**src/rtl/clkdiv_pkg.sv**
```systemverilog
package clkdiv_pkg;
  localparam int SEL_W_DEF       = 3;
  localparam int SYNC_STAGES_DEF = 2;

  typedef enum logic [1:0] {
    DV_BOOT = 2'd0,
    DV_LOW  = 2'd1,
    DV_HIGH = 2'd2
  } div_state_e;
endpackage

```
**src/rtl/clkdiv_rst_sync.sv**
```systemverilog
module clkdiv_rst_sync #(
  parameter int STAGES = 2
) (
  input  logic clk_i,
  input  logic rst_ni,
  output logic rst_sync_no
);
  logic [STAGES-1:0] sh_q;

  always_ff @(posedge clk_i or negedge rst_ni) begin
    if (!rst_ni) sh_q <= '0;
    else         sh_q <= {sh_q[STAGES-2:0], 1'b1};
  end

  assign rst_sync_no = sh_q[STAGES-1];
endmodule

```
**src/rtl/clkdiv_ratio_reg.sv**
```systemverilog
module clkdiv_ratio_reg #(
  parameter int SEL_W = 3
) (
  input  logic             clk_i,
  input  logic             rst_ni,
  input  logic             load_i,
  input  logic [SEL_W-1:0] sel_i,
  output logic [SEL_W-1:0] term_o
);
  logic [SEL_W-1:0] term_q, term_d;

  // Terminal count of one phase equals the select: phase = sel+1 cycles.
  always_comb begin
    term_d = term_q;
    if (load_i) term_d = sel_i;
  end

  always_ff @(posedge clk_i or negedge rst_ni) begin
    if (!rst_ni) term_q <= '0;
    else         term_q <= term_d;
  end

  assign term_o = term_q;
endmodule

```
**src/rtl/clkdiv_half_cnt.sv**
```systemverilog
module clkdiv_half_cnt #(
  parameter int CNT_W = 3
) (
  input  logic             clk_i,
  input  logic             rst_ni,
  input  logic             clr_i,
  input  logic             inc_i,
  input  logic [CNT_W-1:0] term_i,
  output logic             wrap_o
);
  logic [CNT_W-1:0] cnt_q, cnt_d;

  always_comb begin
    cnt_d = cnt_q;
    if (clr_i)      cnt_d = '0;
    else if (inc_i) cnt_d = cnt_q + 1'b1;
  end

  always_ff @(posedge clk_i or negedge rst_ni) begin
    if (!rst_ni) cnt_q <= '0;
    else         cnt_q <= cnt_d;
  end

  assign wrap_o = (cnt_q == term_i);
endmodule

```
**src/rtl/clkdiv_ctrl.sv**
```systemverilog
module clkdiv_ctrl
  import clkdiv_pkg::*;
(
  input  logic clk_i,
  input  logic rst_ni,
  input  logic srst_i,
  input  logic wrap_i,
  output logic load_o,
  output logic clr_o,
  output logic inc_o,
  output logic div_o
);
  div_state_e state_q, state_d;
  logic       div_q;

  always_comb begin
    state_d = state_q;
    load_o  = 1'b0;
    clr_o   = 1'b0;
    inc_o   = 1'b0;
    unique case (state_q)
      DV_BOOT: begin
        load_o  = 1'b1;
        clr_o   = 1'b1;
        state_d = DV_LOW;
      end
      DV_LOW: begin
        if (srst_i) begin
          load_o = 1'b1;
          clr_o  = 1'b1;
        end else if (wrap_i) begin
          clr_o   = 1'b1;
          state_d = DV_HIGH;
        end else begin
          inc_o = 1'b1;
        end
      end
      DV_HIGH: begin
        // reset request is deferred until the high phase ends
        if (wrap_i) begin
          clr_o   = 1'b1;
          load_o  = 1'b1;
          state_d = DV_LOW;
        end else begin
          inc_o = 1'b1;
        end
      end
      default: begin
        state_d = DV_BOOT;
      end
    endcase
  end

  always_ff @(posedge clk_i or negedge rst_ni) begin
    if (!rst_ni) begin
      state_q <= DV_BOOT;
      div_q   <= 1'b0;
    end else begin
      state_q <= state_d;
      div_q   <= (state_d == DV_HIGH);
    end
  end

  assign div_o = div_q;
endmodule

```
**src/rtl/even_clk_div.sv**
```systemverilog
module even_clk_div
  import clkdiv_pkg::*;
#(
  parameter int SEL_W       = SEL_W_DEF,
  parameter int SYNC_STAGES = SYNC_STAGES_DEF
) (
  input  logic             clk_i,
  input  logic             rst_ni,
  input  logic             div_srst_i,
  input  logic [SEL_W-1:0] ratio_sel_i,
  output logic             clk_div_o
);
  localparam int CNT_W = SEL_W;

  logic             rst_int_n;
  logic             load, clr, inc, wrap;
  logic [CNT_W-1:0] term;

  clkdiv_rst_sync #(.STAGES(SYNC_STAGES)) u_rst_sync (
    .clk_i       (clk_i),
    .rst_ni      (rst_ni),
    .rst_sync_no (rst_int_n)
  );

  clkdiv_ratio_reg #(.SEL_W(SEL_W)) u_ratio (
    .clk_i  (clk_i),
    .rst_ni (rst_int_n),
    .load_i (load),
    .sel_i  (ratio_sel_i),
    .term_o (term)
  );

  clkdiv_half_cnt #(.CNT_W(CNT_W)) u_cnt (
    .clk_i  (clk_i),
    .rst_ni (rst_int_n),
    .clr_i  (clr),
    .inc_i  (inc),
    .term_i (term),
    .wrap_o (wrap)
  );

  clkdiv_ctrl u_ctrl (
    .clk_i  (clk_i),
    .rst_ni (rst_int_n),
    .srst_i (div_srst_i),
    .wrap_i (wrap),
    .load_o (load),
    .clr_o  (clr),
    .inc_o  (inc),
    .div_o  (clk_div_o)
  );
endmodule

```
**config.mk**
```make
export PLATFORM = sky130hd
export DESIGN_NAME = even_clk_div
export DESIGN_NICKNAME = d
export VERILOG_FILES = /design/src/rtl/clkdiv_pkg.sv /design/src/rtl/clkdiv_rst_sync.sv /design/src/rtl/clkdiv_ratio_reg.sv /design/src/rtl/clkdiv_half_cnt.sv /design/src/rtl/clkdiv_ctrl.sv /design/src/rtl/even_clk_div.sv
export SDC_FILE = /design/constraint.sdc
export NUM_CORES = 1
export LEC_CHECK = 0
export BUFFER_PORTS_ARGS = -buffer_cell sky130_fd_sc_hd__buf_2
export CAP_MARGIN = 25
export CORE_AREA = 4 4 41 43
export DETAILED_ROUTE_END_ITERATION = 7
export DIE_AREA = 0 0 45 47
export GPL_TIMING_DRIVEN = 0
export SYNTH_ARGS = -nofsm -noshare
export SYNTH_HDL_FRONTEND = slang
export SYNTH_SLANG_ARGS = --single-unit
```
**constraint.sdc**
```tcl
create_clock -name clk_i -period 0.9 [get_ports clk_i]
set_clock_uncertainty 0.2 [all_clocks]
set_input_delay 0.09 -clock clk_i [delete_from_list [all_inputs] [get_ports clk_i]]
set_output_delay 0.09 -clock clk_i [all_outputs]
set_load 0.05 [all_outputs]
```
# Yosys cells after proc, flatten, opt, wreduce, memory -nomap -nowiden
# Index checks and enable logic that the tools add are counted.
# totals
inputBits	6
regBits	11
output_inout_bits	1
# op_classes
mux	14
eq_ne	4
addsub	1
reduce_logical	2
# ops
operator	count
$mux 2	3
$mux 3	2
$pmux 1 s3	2
$pmux 2 s3	1
$mux 1	5
$eq 2x2->1 const B	2
$add 3x1->3 const B	1
$eq 3x3->1	1
$eq 2x1->1 const B	1
$logic_not 2->1	1
$pmux 1 s2	1
$reduce_bool 2->1	1

# Logic depth before layout (Yosys ltp)
# Gate-level depths: netlist (run 1).
# depth
ltp_word	6
depth_mapped	5
depth_no_buf	4

# Hierarchy
# A second synthesis (run 1) with hierarchy kept.
# unflattened
hier_cells	50
hier_area_um2	578.1
# modules_own_cells
mod	area_per_inst_um2	n_inst	cells_each
clkdiv_ctrl	239.0	1	26
clkdiv_half_cnt	176.4	1	15
clkdiv_ratio_reg	108.9	1	6
clkdiv_rst_sync	53.8	1	3

# Worst setup path before layout (run 1)
# Ideal clock, no wire load.
# synth_path
path_kind	flip-flop to flip-flop
startpoint	reg u_ctrl.state_q[1]
endpoint	reg u_ratio.term_q[0] (netlist: u_ratio.term_o[0])
setup_time_ps	125
required_ps	575
stages_incl_launch_ff	6
arrival_time_ps	1505
slack_ps	-930
path_cell_list	dfrtp_1 > buf_6 > or3b_4 > nor2b_4 > a21oi_2 > mux2_2
# synth_between
elab_chain_len	2
# synth_lines
item	line	rtl
start: declaration	clkdiv_ctrl.sv:13	div_state_e state_q, state_d;
start signal: assignment	clkdiv_ctrl.sv:59	state_q <= state_d;
$eq 2x2->1 (tied with other cells)	clkdiv_ctrl.sv:21	unique case (state_q)
$pmux 1 s3 *	clkdiv_ctrl.sv:21	
end signal: assignment	clkdiv_ratio_reg.sv:20	else term_q <= term_d;
end: declaration	clkdiv_ratio_reg.sv:10	logic [SEL_W-1:0] term_q, term_d;
# Every way passes the cells marked *; elsewhere a longest branch is shown, timed or not.
# A chain may end at the register's enable or synchronous reset.

# Final worst setup path (run 1)
# layout_path
startpoint	reg u_ctrl.state_q[0]
endpoint	reg u_ratio.term_q[1] (netlist: u_ratio.term_o[1])
# Same word-level chain as after synthesis.

==> impl_metrics.csv, run 1 <==
group,metric,value,unit
clock_network,numCtsBuffers,3,
critical_path,crit_type,"flop to flop",
drt,drc,0,
yosys,netlist_instances,40,
global_routing,grt_max_degree,10,
placed_design,port_buffers,6,
drt,wire_per_inst,14.29,um
critical_path,crit_fanout,6,
floorplan,die_area,2115,sq um
yosys,synth_seq_cells,11,
floorplan,initial_core_util,40.77,%
drt,drt_iter0_markers,4,
clock_network,max-clock-path-buffers,2,
yosys,syn_avg_cell_area,13.26,sq um
critical_path,ff2ff_path_depth,4,
layout,layout.cells.non_filler,80,
global_routing,overflow,0,
timing,final_hold_viol_count,15,
drt,wirelength,1.143,mm
timing,finalSetupViolations,10,
timing,rsz0062_at_grt,"yes",
global_routing,grt_pass1_vias,425,
timing,final.period_utilization,194.4,%
critical_path,critPathRequiredTime,0.86,ns
clock_network,insertion_delay,0.27,ns
critical_path,cp-end-kind,"flop",
power_and_ir_drop,p_sw,0.0009554,W
power_and_ir_drop,p_leak,0.3718,nW
critical_path,worst_ep_arrival_time,1.71,ns
yosys,syn_area,530.5,sq um
global_routing,grt_usage,13.91,%
clock_network,clk_pin_slew,0.08,ns
clock_network,clockRootBuffer,"clkbuf_4",
clock_network,hold_buffers,1,
drt,num_vias,407,
yosys,syn-num-nets,47,
drt,route.antenna.remaining_nets,0,
floorplan,fp.dieW,45,um
clock_network,cts_tree,"yes",
global_routing,antenna_found_initial,0,
run_status,violations,"negative hold slack, negative setup slack",
timing,layout_setup_ws,-0.8498,ns
critical_path,crit_chain,"or3b_4, nor2b_4, a21oi_4, mux2_4",
critical_path,worst_setup_path_start_kind,"flop",
layout,nFillCells,114,
layout,n_antenna_cell,0,
floorplan,core_area,1301,sq um
layout,syn_to_final_growth,48.82,%
critical_path,slowest_stage,"dfrtp_2",
critical_path,slowest_delay,0.42,ns
power_and_ir_drop,internal-power,0.001636,W
power_and_ir_drop,p_total,0.002592,W
run_status,outcome,"complete, but fails checks",
job,drv_cap,0,
drt,viasPerCell,5.088,
placed_design,post-dp-hpwl,663,um
floorplan,ios,7,
layout,final_net_count,73,
placed_design,finalWeightedCongestion,0.7459,
clock_network,cts_max_level,1,
timing,finalMaxSlewViolations,0,
power_and_ir_drop,p_sw_share,36.86,%
worst_hold_path,holdCritPathClass,"primary input to flop",
power_and_ir_drop,pwr_density_cell,3283,nW/um^2
critical_path,rrSetupSlack,-0.85,ns
floorplan,die_height,47,um
worst_hold_path,holdPathStages,2,
global_routing,grt_pass1_wl,1.959,mm
power_and_ir_drop,pwr-share-seq,31.4,%
yosys,yosysSeqAreaShare,51.89,%
power_and_ir_drop,vdd.ir_drop.worst,1.583,mV
power_and_ir_drop,comb_power_share,55.4,%
timing,min_period,1.750,ns
timing,hold_slack,-0.1499,ns
clock_network,clock-sinks,11,
floorplan,num_rows,13,
layout,drive_gt1_share,63.08,%
yosys,synth.distinct_cells,23,
timing,fmax,571.5,MHz
drt,first_pass_iters,4,
yosys,ys_warn_count,0,
placed_design,dp.cells,61,
power_and_ir_drop,p_clk_share,13.3,%
## power by group through the flow
stage / Sequential, W / Combinational (W) / Clock, W
4_1_cts: 0.000809 / 0.00130 / 0.000351
3_3_place_gp: 0.000798 / 0.000891 / 0
5_1_grt: 0.000833 / 0.00155 / 0.000386
3_5_place_dp: 0.000806 / 0.000913 / 0
6_report: 0.000813 / 0.00143 / 0.000344
2_1_floorplan: 0.000827 / 0.000741 / 0
## cells in the mapped netlist
library cell	count	area, sq um
dfrtp_1	11	275.3
mux2_2	3	33.78
nand3_1	3	15.01
xor2_1	3	26.28
mux2i_1	2	20.02
a21oi_1	1	5.000
a21oi_2	1	8.760
a311o_1	1	10.01
a32o_1	1	10.01
buf_6	1	11.26
conb_1	1	3.750
ha_1	1	12.51
inv_1	1	3.750
nand2_1	1	3.750
nor2b_4	1	13.76
nor3_4	1	16.27
nor4_1	1	6.260
o21ai_2	1	8.760
o2bb2ai_1	1	8.760
or3_2	1	7.510
or3b_4	1	11.26
or4b_1	1	10.01
xnor2_1	1	8.760
## registers in the layout, summed over array words and instances (netlist names)
register / cells
u_cnt.cnt_q: 3
u_ratio.term_o: 3
u_ctrl.state_q: 2
u_rst_sync.sh_q: 2
u_ctrl.div_o: 1
## worst max-delay path, delay by kind of cell (launching register included)
family | cells | cell delay (ns)
DFF | 1 | 0.42
AOI/OAI and AO/OA | 1 | 0.17
muxes | 1 | 0.32
and+or+nand+nor | 2 | 0.55
## per-layer routing
metal	vias to the layer above	wire, um	global-route usage [%]
li1	192	-	-
met1	201	439	13.64
met2	10	631	24.58
met3	4	38	4.981
met4	0	33	9.357
met5	-	0	0
## per-stage QoR
stage / hold WS [ns] / utilization [%] / area, sq um / TNS, ns / setup WS [ns]
after CTS: -0.1514 / 57.98 / 754.5 / -7.544 / -0.9191
after floorplan: -0.4056 / - / 556.8 / -6.355 / -0.8906
after global placement: -0.3258 / 46.54 / 605.6 / -6.938 / -0.9338
after detailed placement: -0.3235 / 46.54 / 605.6 / -7.050 / -0.9456
final: -0.1499 / 60.67 / 789.5 / -7.139 / -0.8498
after global routing: -0.1623 / 60.67 / 789.5 / -7.608 / -0.8815
## final timing paths
check,from,to
hold reg to reg,u_rst_sync.sh_q[1],u_ratio.term_o[1]
hold / removal,ratio_sel_i[0],u_ratio.term_o[0]
setup reg to reg,u_ctrl.state_q[0],u_ratio.term_o[1]
max in group asynchronous,u_rst_sync.sh_q[1],u_ctrl.state_q[0]
min in group asynchronous,rst_ni,u_rst_sync.sh_q[0]
setup / recovery,u_ctrl.state_q[0],u_ratio.term_o[1]
## cells by family (layout without fill, tap and decap cells)
| logic type | count (synthesis) | after routing | synth area share (%) |
|---|---|---|---|
| mux | 5 | 5 | 10.14 |
| other cells | 1 | 1 | 0.7069 |
| xor+xnor | 4 | 4 | 6.605 |
| fa+ha+maj | 1 | 1 | 2.358 |
| buf+inv | 2 | 27 | 2.829 |
| flops | 11 | 11 | 51.89 |
| simple gates | 10 | 10 | 15.80 |
| compound gates | 6 | 6 | 9.670 |
## cell type report
cell class                 instances  area [sq um]  area share (%)
sequential                        11         277.8           35.18
clock buffer                       4         26.28           3.328
multi-input combinational         27         296.5           37.56
tap                               15         18.77           2.377
timing repair buffer              22         166.4           21.08
inverter                           1         3.754          0.4754
## placed cells by master (no fill, tap or decap), types with 2 or more instances in the layout
cell type and n:
mux2i_1 2, dfrtp_1 9, dfrtp_2 2, buf_4 13, buf_2 5, mux2_4 3, xor2_2 3, clkbuf_4 3
nand3_1 2, buf_6 3
## repair_timing
| item | CTS | global route |
|---|---|---|
| pin swaps | 3 | 4 |
| hold endpoints to repair | 15 | 15 |
| setup endpoints to repair | 10 | 10 |
| gates resized for setup | 8 | 4 |
| setup buffers | 10 | 5 |
Note: power is estimated with default switching activity, not from simulation.
==> run 2, diff against run 1 <==
--- a/config.mk
+++ b/config.mk
@@ -7,10 +7,14 @@
 export LEC_CHECK = 0
 export BUFFER_PORTS_ARGS = -buffer_cell sky130_fd_sc_hd__buf_2
 export CAP_MARGIN = 25
+export CELL_PAD_IN_SITES_DETAIL_PLACEMENT = 1
+export CELL_PAD_IN_SITES_GLOBAL_PLACEMENT = 1
 export CORE_AREA = 4 4 41 43
 export DETAILED_ROUTE_END_ITERATION = 7
 export DIE_AREA = 0 0 45 47
 export GPL_TIMING_DRIVEN = 0
+export PLACE_DENSITY_LB_ADDON = 0.1
+export SKIP_CTS_REPAIR_TIMING = 1
 export SYNTH_ARGS = -nofsm -noshare
 export SYNTH_HDL_FRONTEND = slang
 export SYNTH_SLANG_ARGS = --single-unit
==> run 2 against run 1 <==
The flow still finishes with violations (negative hold slack, negative setup slack); via count grew 0.98%; maximum frequency down 5.1%; core utilization is 1.2 points lower; setup slack lost 0.094 ns; sequential cell count unchanged; count of clock-buffer cells in the layout fell by 1; sequential share of layout area grew 0.84 points; die area is the same; global-route usage down 2.3 points; final area decreased by 1.9%; largest cell class unchanged; largest power group unchanged.
==> impl_metrics.csv, run 2 (synthesized netlist as in run 1, its figures left out) <==
group,metric,value,unit
timing,hold_slack,-0.1552,ns
drt,wire_per_inst,17.06,um
power_and_ir_drop,comb_power_share,55.1,%
layout,final_net_count,72,
timing,fin_setup_tns,-7.673,ns
global_routing,overflow,0,
global_routing,antenna_found_initial,0,
global_routing,grt_max_degree,10,
timing,finalMaxSlewViolations,0,
global_routing,grt_pass1_vias,361,
critical_path,worst_setup_path_start_kind,"flop",
run_status,outcome,"complete, but fails checks",
clock_network,numCtsBuffers,3,
floorplan,ios,7,
floorplan,core_area,1301,sq um
clock_network,clk_pin_slew,0.08,ns
timing,final.period_utilization,204.9,%
timing,min_period,1.844,ns
power_and_ir_drop,internal-power,0.001595,W
critical_path,worst_ep_arrival_time,1.80,ns
worst_hold_path,min_from,"ratio_sel_i[2]",
critical_path,slowest_delay,0.39,ns
placed_design,dp.cells,61,
drt,wirelength,1.348,mm
power_and_ir_drop,p_sw_share,38.00,%
layout,layout.cells.non_filler,79,
global_routing,grt_pass1_wl,1.711,mm
critical_path,rr_startpoint,"u_ctrl.state_q[1]",
power_and_ir_drop,p_leak,0.3808,nW
critical_path,crit_type,"flop to flop",
global_routing,grt_usage,11.58,%
job,drv_cap,0,
drt,route.antenna.remaining_nets,0,
drt,drt_iter0_markers,5,
timing,finalSetupViolations,10,
placed_design,post-dp-hpwl,777.6,um
layout,final_area,774.5,sq um
layout,drive_gt1_share,64.06,%
clock_network,cts_max_level,1,
power_and_ir_drop,vdd.ir_drop.worst,1.330,mV
power_and_ir_drop,p_clk_share,13.4,%
drt,first_pass_iters,3,
critical_path,crit_chain,"buf_6, or3b_4, nor2b_4, a21oi_4, mux2_4",
layout,syn_to_final_growth,45.99,%
placed_design,port_buffers,6,
critical_path,slowest_stage,"or3b_4",
clock_network,clockRootBuffer,"clkbuf_4",
clock_network,cts_tree,"yes",
timing,final_hold_viol_count,15,
floorplan,fp.dieW,45,um
layout,final_cell_mix,"11 x buf_4, 8 x dfrtp_1, 5 x buf_2",
placed_design,placed_cell_area,605.6,sq um
clock_network,clock-sinks,11,
power_and_ir_drop,pwr-share-seq,31.5,%
drt,num_vias,411,
floorplan,initial_core_util,40.77,%
power_and_ir_drop,p_sw,0.0009777,W
clock_network,insertion_delay,0.27,ns
critical_path,critPathRequiredTime,0.86,ns
floorplan,die_area,2115,sq um
power_and_ir_drop,pwr_density_cell,3322,nW/um^2
critical_path,cp-end-kind,"flop",
timing,fmax,542.4,MHz
drt,viasPerCell,5.203,
timing,layout_setup_ws,-0.9438,ns
layout,final_common_cell,"buf_4",
layout,n_antenna_cell,0,
floorplan,num_rows,13,
worst_hold_path,holdCritPathClass,"primary input to flop",
floorplan,die_height,47,um
placed_design,finalWeightedCongestion,0.7068,
run_status,violations,"negative hold slack, negative setup slack",
critical_path,crit_fanout,5,
timing,rsz0062_at_grt,"yes",
drt,drc,0,
clock_network,max-clock-path-buffers,2,
critical_path,setup.worst_path.start,"u_ctrl.state_q[1]",
## run 2: power by group through the flow
stage	clock (W)	combinational [W]	sequential, W
finish	0.000344	0.00142	0.000810
global placement	0	0.000892	0.000799
CTS	0.000353	0.000948	0.000801
floorplan	0	0.000741	0.000827
global route	0.000397	0.00151	0.000832
detailed placement	0	0.000941	0.000813
## run 2: worst paths after layout
kind | to | slack (ns) | depth (start not counted)
setup / recovery | u_ratio.term_o[0] | -0.94 | 5
hold / removal | u_ratio.term_o[2] | -0.16 | 2
setup reg to reg | u_ratio.term_o[0] | -0.94 | 5
hold reg to reg | u_ratio.term_o[1] | -0.05 | 0
max in group asynchronous | u_cnt.cnt_q[0] | 0.25 | 0
min in group asynchronous | u_ratio.term_o[1] | -0.05 | 0
## run 2: cell type report
type	instances	area, sq um
Tap cell	15	18.77
Timing Repair Buffer	20	151.4
Sequential cell	11	279.0
Inverter	1	3.754
Clock inverter	1	5.005
Multi-Input combinational cell	27	282.8
Fill cell	146	526.8
Clock buffer	3	22.52
Buffer	1	11.26
## run 2: critical path, delay by kind of cell, from the launching register on
family,cells,cell delay [ns]
AOI/OAI and AO/OA,1,0.17
and+or+nand+nor,2,0.54
buffers and inverters,1,0.13
DFF,1,0.37
muxes,1,0.32
## run 2: per-stage QoR
stage | power, W | worst slack [ns] | util, %
after floorplan | 0.001568 | -0.8906 | -
after global placement | 0.001691 | -0.9421 | 46.54
after detailed placement | 0.001754 | -0.9665 | 46.54
after CTS | 0.002102 | -0.9828 | 48.65
after global routing | 0.002737 | -0.9882 | 59.52
final | 0.002572 | -0.9438 | 59.52
## run 2: layer usage
layer  routed length, um  global-route usage (%)
met5                   0                       0
met4                  14                   1.754
met3                  41                   4.598
met2                 742                   20.06
met1                 548                   13.88
